==> config.mk <==
export PLATFORM = sky130hd
export DESIGN_NAME = ctr_timing_loop
export DESIGN_NICKNAME = d
export VERILOG_FILES = /design/src/rtl/ctr_pkg.sv /design/src/rtl/ctr_err_det.sv /design/src/rtl/ctr_loop_filt.sv /design/src/rtl/ctr_nco.sv /design/src/rtl/ctr_interp.sv /design/src/rtl/ctr_timing_loop.sv
export SDC_FILE = /design/constraint.sdc
export NUM_CORES = 1
export LEC_CHECK = 0
export CAP_MARGIN = 20
export CORE_MARGIN = 2
export CORE_UTILIZATION = 40
export CTS_CLUSTER_SIZE = 24
export DETAILED_ROUTE_END_ITERATION = 7
export DONT_BUFFER_PORTS = 1
export PLACE_DENSITY = 0.66
export SLEW_MARGIN = 20
export SYNTH_ARGS = -nofsm -noshare
export SYNTH_HDL_FRONTEND = slang
export SYNTH_SLANG_ARGS = --single-unit
==> constraint.sdc <==
create_clock -name clk -period 9.4 [get_ports clk]
set_input_delay 2.35 -clock clk [delete_from_list [all_inputs] [get_ports clk]]
set_output_delay 2.35 -clock clk [all_outputs]
set_load 0.01 [all_outputs]
==> src/rtl/ctr_pkg.sv <==
package ctr_pkg;

    localparam int ACC_W  = 16;
    localparam int FRAC_W = 3;

    typedef struct packed {
        logic              wrap;
        logic [FRAC_W-1:0] frac;
    } nco_evt_t;

endpackage

==> src/rtl/ctr_err_det.sv <==
module ctr_err_det #(
    parameter int MAG_W = 16
) (
    input  logic [MAG_W-1:0]  early_mag,
    input  logic [MAG_W-1:0]  late_mag,
    output logic signed [MAG_W:0] err_o
);

    always_comb begin
        err_o = $signed({1'b0, early_mag}) - $signed({1'b0, late_mag});
    end

endmodule

==> src/rtl/ctr_loop_filt.sv <==
module ctr_loop_filt
    import ctr_pkg::*;
#(
    parameter int MAG_W    = 16,
    parameter int INT_W    = 24,
    parameter int KP_SH    = 0,
    parameter int KI_SH    = 4,
    parameter int NOM_STEP = 16384
) (
    input  logic                  clk,
    input  logic                  rst,
    input  logic                  en,
    input  logic                  upd,
    input  logic signed [MAG_W:0] err_i,
    output logic [ACC_W-1:0]      step_o
);

    localparam int SW = INT_W + 2;
    localparam logic signed [SW-1:0] S_MIN = SW'(1);
    localparam logic signed [SW-1:0] S_MAX = SW'((1 << ACC_W) - 1);
    localparam logic signed [SW-1:0] S_NOM = SW'(NOM_STEP);

    logic signed [INT_W-1:0] integ;
    logic signed [SW-1:0]    e_x, i_n, ofs, sum;
    logic [ACC_W-1:0]        step_n;

    always_comb begin
        e_x = SW'(err_i);
        i_n = SW'(integ) + e_x;
        ofs = (e_x >>> KP_SH) + (i_n >>> KI_SH);
        sum = S_NOM + ofs;
        if (sum < S_MIN)
            step_n = ACC_W'(1);
        else if (sum > S_MAX)
            step_n = {ACC_W{1'b1}};
        else
            step_n = sum[ACC_W-1:0];
    end

    always_ff @(posedge clk) begin
        if (rst) begin
            integ  <= '0;
            step_o <= ACC_W'(NOM_STEP);
        end else if (en && upd) begin
            integ  <= i_n[INT_W-1:0];
            step_o <= step_n;
        end
    end

    AST_STEP_HOLD: assert property (@(posedge clk) disable iff (rst)
        !(en && upd) |=> $stable(step_o));

    AST_INTEG_FROZEN: assert property (@(posedge clk) disable iff (rst)
        !en |=> $stable(integ));

endmodule

==> src/rtl/ctr_nco.sv <==
module ctr_nco
    import ctr_pkg::*;
(
    input  logic             clk,
    input  logic             rst,
    input  logic             en,
    input  logic             adv,
    input  logic [ACC_W-1:0] step_i,
    output nco_evt_t         evt_o,
    output logic [ACC_W-1:0] acc_o
);

    logic [ACC_W:0] nxt;

    always_comb begin
        nxt        = {1'b0, acc_o} + {1'b0, step_i};
        evt_o.wrap = nxt[ACC_W];
        evt_o.frac = nxt[ACC_W-1 -: FRAC_W];
    end

    always_ff @(posedge clk) begin
        if (rst)
            acc_o <= '0;
        else if (en && adv)
            acc_o <= nxt[ACC_W-1:0];
    end

    AST_ACC_HOLD: assert property (@(posedge clk) disable iff (rst)
        !(en && adv) |=> $stable(acc_o));

    AST_STEP_NONZERO: assert property (@(posedge clk) disable iff (rst)
        step_i != '0);

endmodule

==> src/rtl/ctr_interp.sv <==
module ctr_interp
    import ctr_pkg::*;
#(
    parameter int SMP_W = 12
) (
    input  logic                    clk,
    input  logic                    rst,
    input  logic                    en,
    input  logic                    smp_stb,
    input  logic signed [SMP_W-1:0] smp_in [2],
    input  nco_evt_t                evt_i,
    output logic                    out_stb,
    output logic signed [SMP_W-1:0] smp_out [2]
);

    localparam int PW = SMP_W + FRAC_W + 2;

    logic fire;
    assign fire = en && smp_stb && evt_i.wrap;

    always_ff @(posedge clk) begin
        if (rst)
            out_stb <= 1'b0;
        else
            out_stb <= fire;
    end

    for (genvar k = 0; k < 2; k++) begin : g_lane
        logic signed [SMP_W-1:0] prev;
        logic signed [SMP_W:0]   diff;
        logic signed [PW-1:0]    dx, fx, prod, blend;

        always_comb begin
            diff  = $signed({prev[SMP_W-1], prev}) - $signed({smp_in[k][SMP_W-1], smp_in[k]});
            dx    = PW'(diff);
            fx    = $signed(PW'({1'b0, evt_i.frac}));
            prod  = dx * fx;
            blend = PW'(smp_in[k]) + (prod >>> FRAC_W);
        end

        always_ff @(posedge clk) begin
            if (rst) begin
                prev       <= '0;
                smp_out[k] <= '0;
            end else begin
                if (smp_stb)
                    prev <= smp_in[k];
                if (fire)
                    smp_out[k] <= blend[SMP_W-1:0];
            end
        end
    end

    AST_STB_SOURCE: assert property (@(posedge clk) disable iff (rst)
        !(en && smp_stb && evt_i.wrap) |=> !out_stb);

endmodule

==> src/rtl/ctr_timing_loop.sv <==
module ctr_timing_loop
    import ctr_pkg::*;
#(
    parameter int MAG_W    = 16,
    parameter int SMP_W    = 12,
    parameter int INT_W    = 24,
    parameter int KP_SH    = 0,
    parameter int KI_SH    = 4,
    parameter int NOM_STEP = 16384
) (
    input  logic                    clk,
    input  logic                    rst,
    input  logic                    track_en,
    input  logic                    sym_stb,
    input  logic [MAG_W-1:0]        early_mag,
    input  logic [MAG_W-1:0]        late_mag,
    input  logic                    smp_stb,
    input  logic signed [SMP_W-1:0] smp_i,
    input  logic signed [SMP_W-1:0] smp_q,
    output logic                    out_stb,
    output logic signed [SMP_W-1:0] out_i,
    output logic signed [SMP_W-1:0] out_q,
    output logic [ACC_W-1:0]        phase
);

    logic signed [MAG_W:0]   err;
    logic [ACC_W-1:0]        step;
    nco_evt_t                evt;
    logic signed [SMP_W-1:0] lanes_in  [2];
    logic signed [SMP_W-1:0] lanes_out [2];

    assign lanes_in[0] = smp_i;
    assign lanes_in[1] = smp_q;
    assign out_i       = lanes_out[0];
    assign out_q       = lanes_out[1];

    ctr_err_det #(.MAG_W(MAG_W)) u_err (
        .early_mag (early_mag),
        .late_mag  (late_mag),
        .err_o     (err)
    );

    ctr_loop_filt #(
        .MAG_W(MAG_W), .INT_W(INT_W), .KP_SH(KP_SH),
        .KI_SH(KI_SH), .NOM_STEP(NOM_STEP)
    ) u_filt (
        .clk    (clk),
        .rst    (rst),
        .en     (track_en),
        .upd    (sym_stb),
        .err_i  (err),
        .step_o (step)
    );

    ctr_nco u_nco (
        .clk    (clk),
        .rst    (rst),
        .en     (track_en),
        .adv    (smp_stb),
        .step_i (step),
        .evt_o  (evt),
        .acc_o  (phase)
    );

    ctr_interp #(.SMP_W(SMP_W)) u_interp (
        .clk     (clk),
        .rst     (rst),
        .en      (track_en),
        .smp_stb (smp_stb),
        .smp_in  (lanes_in),
        .evt_i   (evt),
        .out_stb (out_stb),
        .smp_out (lanes_out)
    );

    AST_IDLE_NO_OUTPUT: assert property (@(posedge clk) disable iff (rst)
        !track_en |=> !out_stb);

endmodule

## Yosys cells after proc, flatten, opt, wreduce, memory -nomap -nowiden

Index checks and enable logic that the tools add are counted.

- $mul: 2
- Multiplexer cells: 2
- $lt $le $gt $ge: 2
- Reductions and logical operators: 3
- Add/sub/neg operators: 9

Operators with widths:

| operator | number |
|---|---|
| $mux W16 | 2 |
| $mul A13 B4 Y15 | 2 |
| $add A16 B26 Y26 const A | 1 |
| $gt A26 B17 Y1 const B | 1 |
| $lt A26 B2 Y1 const B | 1 |
| $sub A12 B12 Y13 | 2 |
| $add A24 B17 Y25 | 1 |
| $add A12 B12 Y12 | 2 |
| $add A17 B21 Y22 | 1 |
| $add A16 B16 Y17 | 1 |
| $sub A16 B16 Y17 | 1 |
| $logic_and A1 B1 Y1 | 3 |

- Word-level logic and storage cells: 26
- Bits in registers: 105
- Output and inout bits: 41

## Longest topological paths before layout

- Word-level depth: 7
- Depth in mapped cells: 39
- Gate-level depth less buffers: 38

## Modules after synthesis

Synthesis repeated with hierarchy kept, for this count alone.

- Cells, all modules: 1645
- Area, all modules: 12827.3 um^2

By module, submodules not included:

| module | seq. area each (um^2) | times used | cells an instance | area an instance (um^2) |
|---|---|---|---|---|
| ctr_interp | 980.9 | 1 | 799 | 6257.3 |
| ctr_loop_filt | 800.8 | 1 | 531 | 4176.5 |
| ctr_nco | 320.3 | 1 | 183 | 1476.4 |
| ctr_err_det | 0.0 | 1 | 132 | 917.1 |

## Worst setup path after synthesis

Ideal clock, no wire load.

- Path kind: in2reg
- From: input port early_mag[0]
- To: register u_filt.step_o[14]
- Cell stages on the path: 33
- Data arrival time: 9.146 ns
- Path slack: 0.121 ns
- Required time: 9.267 ns
- Cells stage by stage: inv_1 -> ha_1 -> inv_1 -> fa_1 -> a21o_1 -> a21oi_1 -> o21bai_1 -> a21oi_1 -> nor2b_1 -> o2111ai_1 -> a31oi_1 -> a311oi_1 -> nor2_1 -> a211oi_1 -> ha_1 -> and3_1 -> a31oi_1 -> o211a_1 -> xnor2_1 -> ha_1 -> clkbuf_1 -> or3_1 -> o311ai_0 -> a211oi_1 -> ha_1 -> nand3_1 -> nor3_1 -> nand3_1 -> nor4b_1 -> and3_1 -> a221o_1 -> buf_6 -> o221ai_1

- Longest elaborated chain between the ends: 7
- Elaborated cells between the ends (all ways): 8

Ends and longest elaborated chain:

| what | RTL line | text |
|---|---|---|
| start, declared | ctr_timing_loop.sv:15 | `input logic [MAG_W-1:0] early_mag,` |
| $sub A16 B16 Y17 * | ctr_err_det.sv:10 | `err_o = $signed({1'b0, early_mag}) - $signed({1'b0, late_mag});` |
| $add A24 B17 Y25 * | ctr_loop_filt.sv:29 | `i_n = SW'(integ) + e_x;` |
| named net u_filt.i_n[19] | ctr_loop_filt.sv:24 | `logic signed [SW-1:0] e_x, i_n, ofs, sum;` |
| $add A17 B21 Y22 * | ctr_loop_filt.sv:30 | `ofs = (e_x >>> KP_SH) + (i_n >>> KI_SH);` |
| $add A16 B26 Y26 * | ctr_loop_filt.sv:31 | `sum = S_NOM + ofs;` |
| $gt A26 B17 Y1 | ctr_loop_filt.sv:34 | `else if (sum > S_MAX)` |
| $mux W16 | ctr_loop_filt.sv:34 |  |
| $mux W16 * | ctr_loop_filt.sv:32 | `if (sum < S_MIN)` |
| end signal, assigned | ctr_loop_filt.sv:43 | `step_o <= ACC_W'(NOM_STEP);` |
| end signal, assigned | ctr_loop_filt.sv:46 | `step_o <= step_n;` |
| end, declared | ctr_loop_filt.sv:15 | `output logic [ACC_W-1:0] step_o` |

The timed path passes the listed nets; every way through them passes the cells marked *.
A chain may end at the register's enable or synchronous reset.

## Final worst setup path

Ends and elaborated chain as after synthesis.

==> flow_metrics.tcl <==
set metrics [dict create \
    status "complete, no violations" \
    fp-row-count 63 \
    nFillCells 3001 \
    critPathKind "in2reg" \
    internal-power_mw 1.86 \
    clk_pin_slew_ns 0.08 \
    post-route-min-period_ns 8.85 \
    cts_max_path_buffers 2 \
    cts-root-buf "clkbuf_16" \
    switching_power_mw 1.83 \
    die_x_um 177 \
    ir_drop_uv 110 \
    setup-violations-final 0 \
    crit_path_max_incr_delay_ns 0.40 \
    vias 10600 \
    place_area_sq_um 12500 \
    synth-edff-count 0 \
    core_sq_um 29600 \
    nets 1827 \
    final_cells 1955 \
    grt_max_degree 112 \
    grt_pass1_vias 10200 \
    synth_fp_nets 1841 \
    cap_violations 0 \
    cts-buffers-inserted 9 \
    antenna_found_initial 0 \
    dp_cells 1938 \
    power_mw 3.70 \
    use_met1_pct 22.3 \
    seq_power_share_pct 15.2 \
    ys_seq_area_share_pct 17.5 \
    synthTopCellsByArea "ha_1 (18%), dfxtp_1 (18%), xnor2_1 (6.1%)" \
    synth_area_sq_um 12000 \
    insertion_delay_ns 0.38 \
    hold_viol_final 0 \
    hold_path.class "reg2reg" \
    start_util_pct 40.6 \
    antennaDiodeCount 0 \
    synth_cell_types 78 \
    ys_warn_count 0 \
    synth.top_cell.area_share_pct 18.1 \
    rsz0062_at_grt "no" \
    synth_seq_cells 105 \
    power.density_nw_per_um2 289 \
    fin_crit_sh_pct 94.2 \
    drt_iter0_drc 373 \
    fmax_ghz 0.113 \
    clockPowerShare_pct 11.6 \
    critPathRequiredTime_ns 9.64 \
    synth_cells 1574 \
    area_growth_pct 6.72 \
    dieArea_sq_um 31400 \
    drcViolationCount 0 \
    wl_per_cell_um 14.8 \
    viasPerCell 5.41 \
    multi_input_area_sq_um 9130 \
    cts.sinks 105 \
    share_comb_of_total_power_pct 73.2 \
    gr-usage-met3_pct 2.45 \
    max_slew_margin_pct 39.5 \
    cp-start-kind "input pin" \
    cp_max_fo 16 \
    routed_wirelength_mm 29.0 \
    slowest_stage "fa_1" \
    max_slew.worst_pin.slew_ns 0.904 \
    leakagePower_nw 6.07 \
    tns_ns 0 \
    grt_remaining_overflow 0 \
    first_pass_iters 5 \
    report.final.slew_viol_count 0 \
    swShare_pct 49.6 \
    finClkSkew_ns 0.00918 \
    synth_async_sr_flop_share_pct 0 \
    grt_pass1_wl_mm 47.8 \
    worstPathArrival_ns 9.09 \
    grt_use_met2_pct 33.6 \
    post-dp-hpwl_mm 22.5 \
    ys.flop_type "dfxtp_1" \
    track_usage_pct 18.4 \
    end_kind "flip-flop" \
    cts_max_level 3 \
    gp_congestion 0.932 \
    final_antenna_net_count 0 \
    fin_area_sq_um 12800 \
    port_buffers 0 \
    syn_avg_cell_area_sq_um 7.63 \
    seqCellArea_sq_um 2100 \
    synth.largest_area_cell "ha_1" \
    layout-drive-gt1-share_pct 5.05 \
    io_pins 102 \
    die_h_um 177 \
    cts_tree "done" \
    grt_busiest_layer "met2" \
]
[cell usage in the layout (no fill, tap or decap), drive strengths merged, types with 12 or more instances in the layout]
cell	synthesis	final
nor2b	23	23
inv	176	179
buf	6	15
xnor2	84	84
dfxtp	105	105
mux2i	33	33
a21o	45	45
and2	18	18
nand3	29	29
ha	174	174
a211oi	14	14
or2	24	24
o21ai	69	69
nor3	26	26
nand2	120	120
o311ai	12	12
a31oi	16	16
xor2	31	31
o21bai	12	12
a21oi	143	143
fa	32	32
nand2b	22	22
and3	13	13
nor2	189	189
[metal layers]
layer,up-vias,part of all wire (%)
met5,-,0
met4,0,2.2
met3,48,3.4
met2,191,49
met1,4927,45
li1,5416,-
[flip-flops by register name (all words and copies together), names as in the netlist]
name,flops
u_interp.g_lane.prev,24
u_nco.acc_o,16
u_filt.integ,24
u_interp.out_stb,1
u_interp.smp_out,24
u_filt.step_o,16
[logic make-up after synthesis]
logic type | Yosys count | share of synthesized area (%)
multiplexers | 34 | 2.85
adder cells (fa/ha/maj) | 206 | 23.5
XOR/XNOR | 115 | 8.45
buffers and inverters | 216 | 6.84
flip-flops | 105 | 17.5
AND/OR/NAND/NOR | 507 | 19.9
AO/OA/AOI/OAI | 391 | 21.0
[final cells by class]
cell class / count / share of cell area (%)
well taps: 390 / 3.81
repair buffers: 15 / 0.879
inverters: 176 / 5.16
multi-input cells: 1253 / 71.2
clock buffers: 9 / 1.76
flip-flops and latches: 105 / 16.4
clock inverters: 7 / 0.742
[repair_timing]
item	CTS	global route
endpoints found under the setup margin	0	16
buffers inserted	0	1
gates resized for setup	0	6
hold buffers	0	0
hold endpoints to repair	0	0
[through the flow]
stage               hold slack (ns)  worst slack [ns]  utilization, %
finish                        0.459             0.548            43.3
global route                  0.476            0.0245            43.3
CTS                           0.458             0.444            43.3
detailed placement            0.446            0.0502            42.2
global placement              0.443             0.310            42.2
floorplan                     0.437             0.121               -
[cells in the mapped netlist, types with 5 or more instances]
cell type	instances
o21a_1	9
dfxtp_1	105
nand4_1	6
o311ai_0	7
a211o_1	5
o21bai_1	12
xor2_1	30
and2_1	18
mux2i_1	33
or2_2	24
nor3b_1	5
o21ai_0	63
ha_1	174
nand2b_1	21
nand3_1	29
a21oi_1	142
fa_1	32
and3_1	13
nand2_1	120
a21boi_0	5
a211oi_1	13
o41ai_1	7
o21ai_1	5
o211ai_1	10
nor2_1	189
a31oi_1	16
o31ai_1	7
or3_1	11
nand3b_1	8
nor3_1	25
xnor2_1	84
a21o_1	45
inv_1	176
clkbuf_1	34
nor2b_1	23
[worst paths after layout]
kind	start	to	slack [ns]	cells past startpoint
setup / recovery	early_mag[0]	u_filt.step_o[14]$_SDFFE_PP1P_	0.55	38
hold / removal	u_filt.integ[20]$_SDFFE_PP0P_	u_filt.integ[20]$_SDFFE_PP0P_	0.46	2
setup reg to reg	u_nco.acc_o[0]$_SDFFE_PP0P_	u_interp.smp_out[23]$_SDFFE_PP0P_	2.15	31
hold reg to reg	u_filt.integ[20]$_SDFFE_PP0P_	u_filt.integ[20]$_SDFFE_PP0P_	0.46	2
[critical path: cells and delay by family]
kind	cells	cell delay, ns
buffers and inverters	4	0.42
XOR/XNOR	3	0.51
AND/OR/NAND/NOR	11	1.83
adder cells (fa/ha/maj)	5	1.48
AO/OA/AOI/OAI	15	2.49
[power by group through the flow]
stage | Sequential (mW) | Combinational (mW) | Clock, mW
after floorplan | 0.551 | 2.13 | 0
after global placement | 0.570 | 2.62 | 0
after detailed placement | 0.572 | 2.67 | 0
after CTS | 0.562 | 2.70 | 0.441
after global routing | 0.568 | 3.04 | 0.454
final | 0.561 | 2.71 | 0.429
No activity file was read; power rests on OpenSTA's default activity.
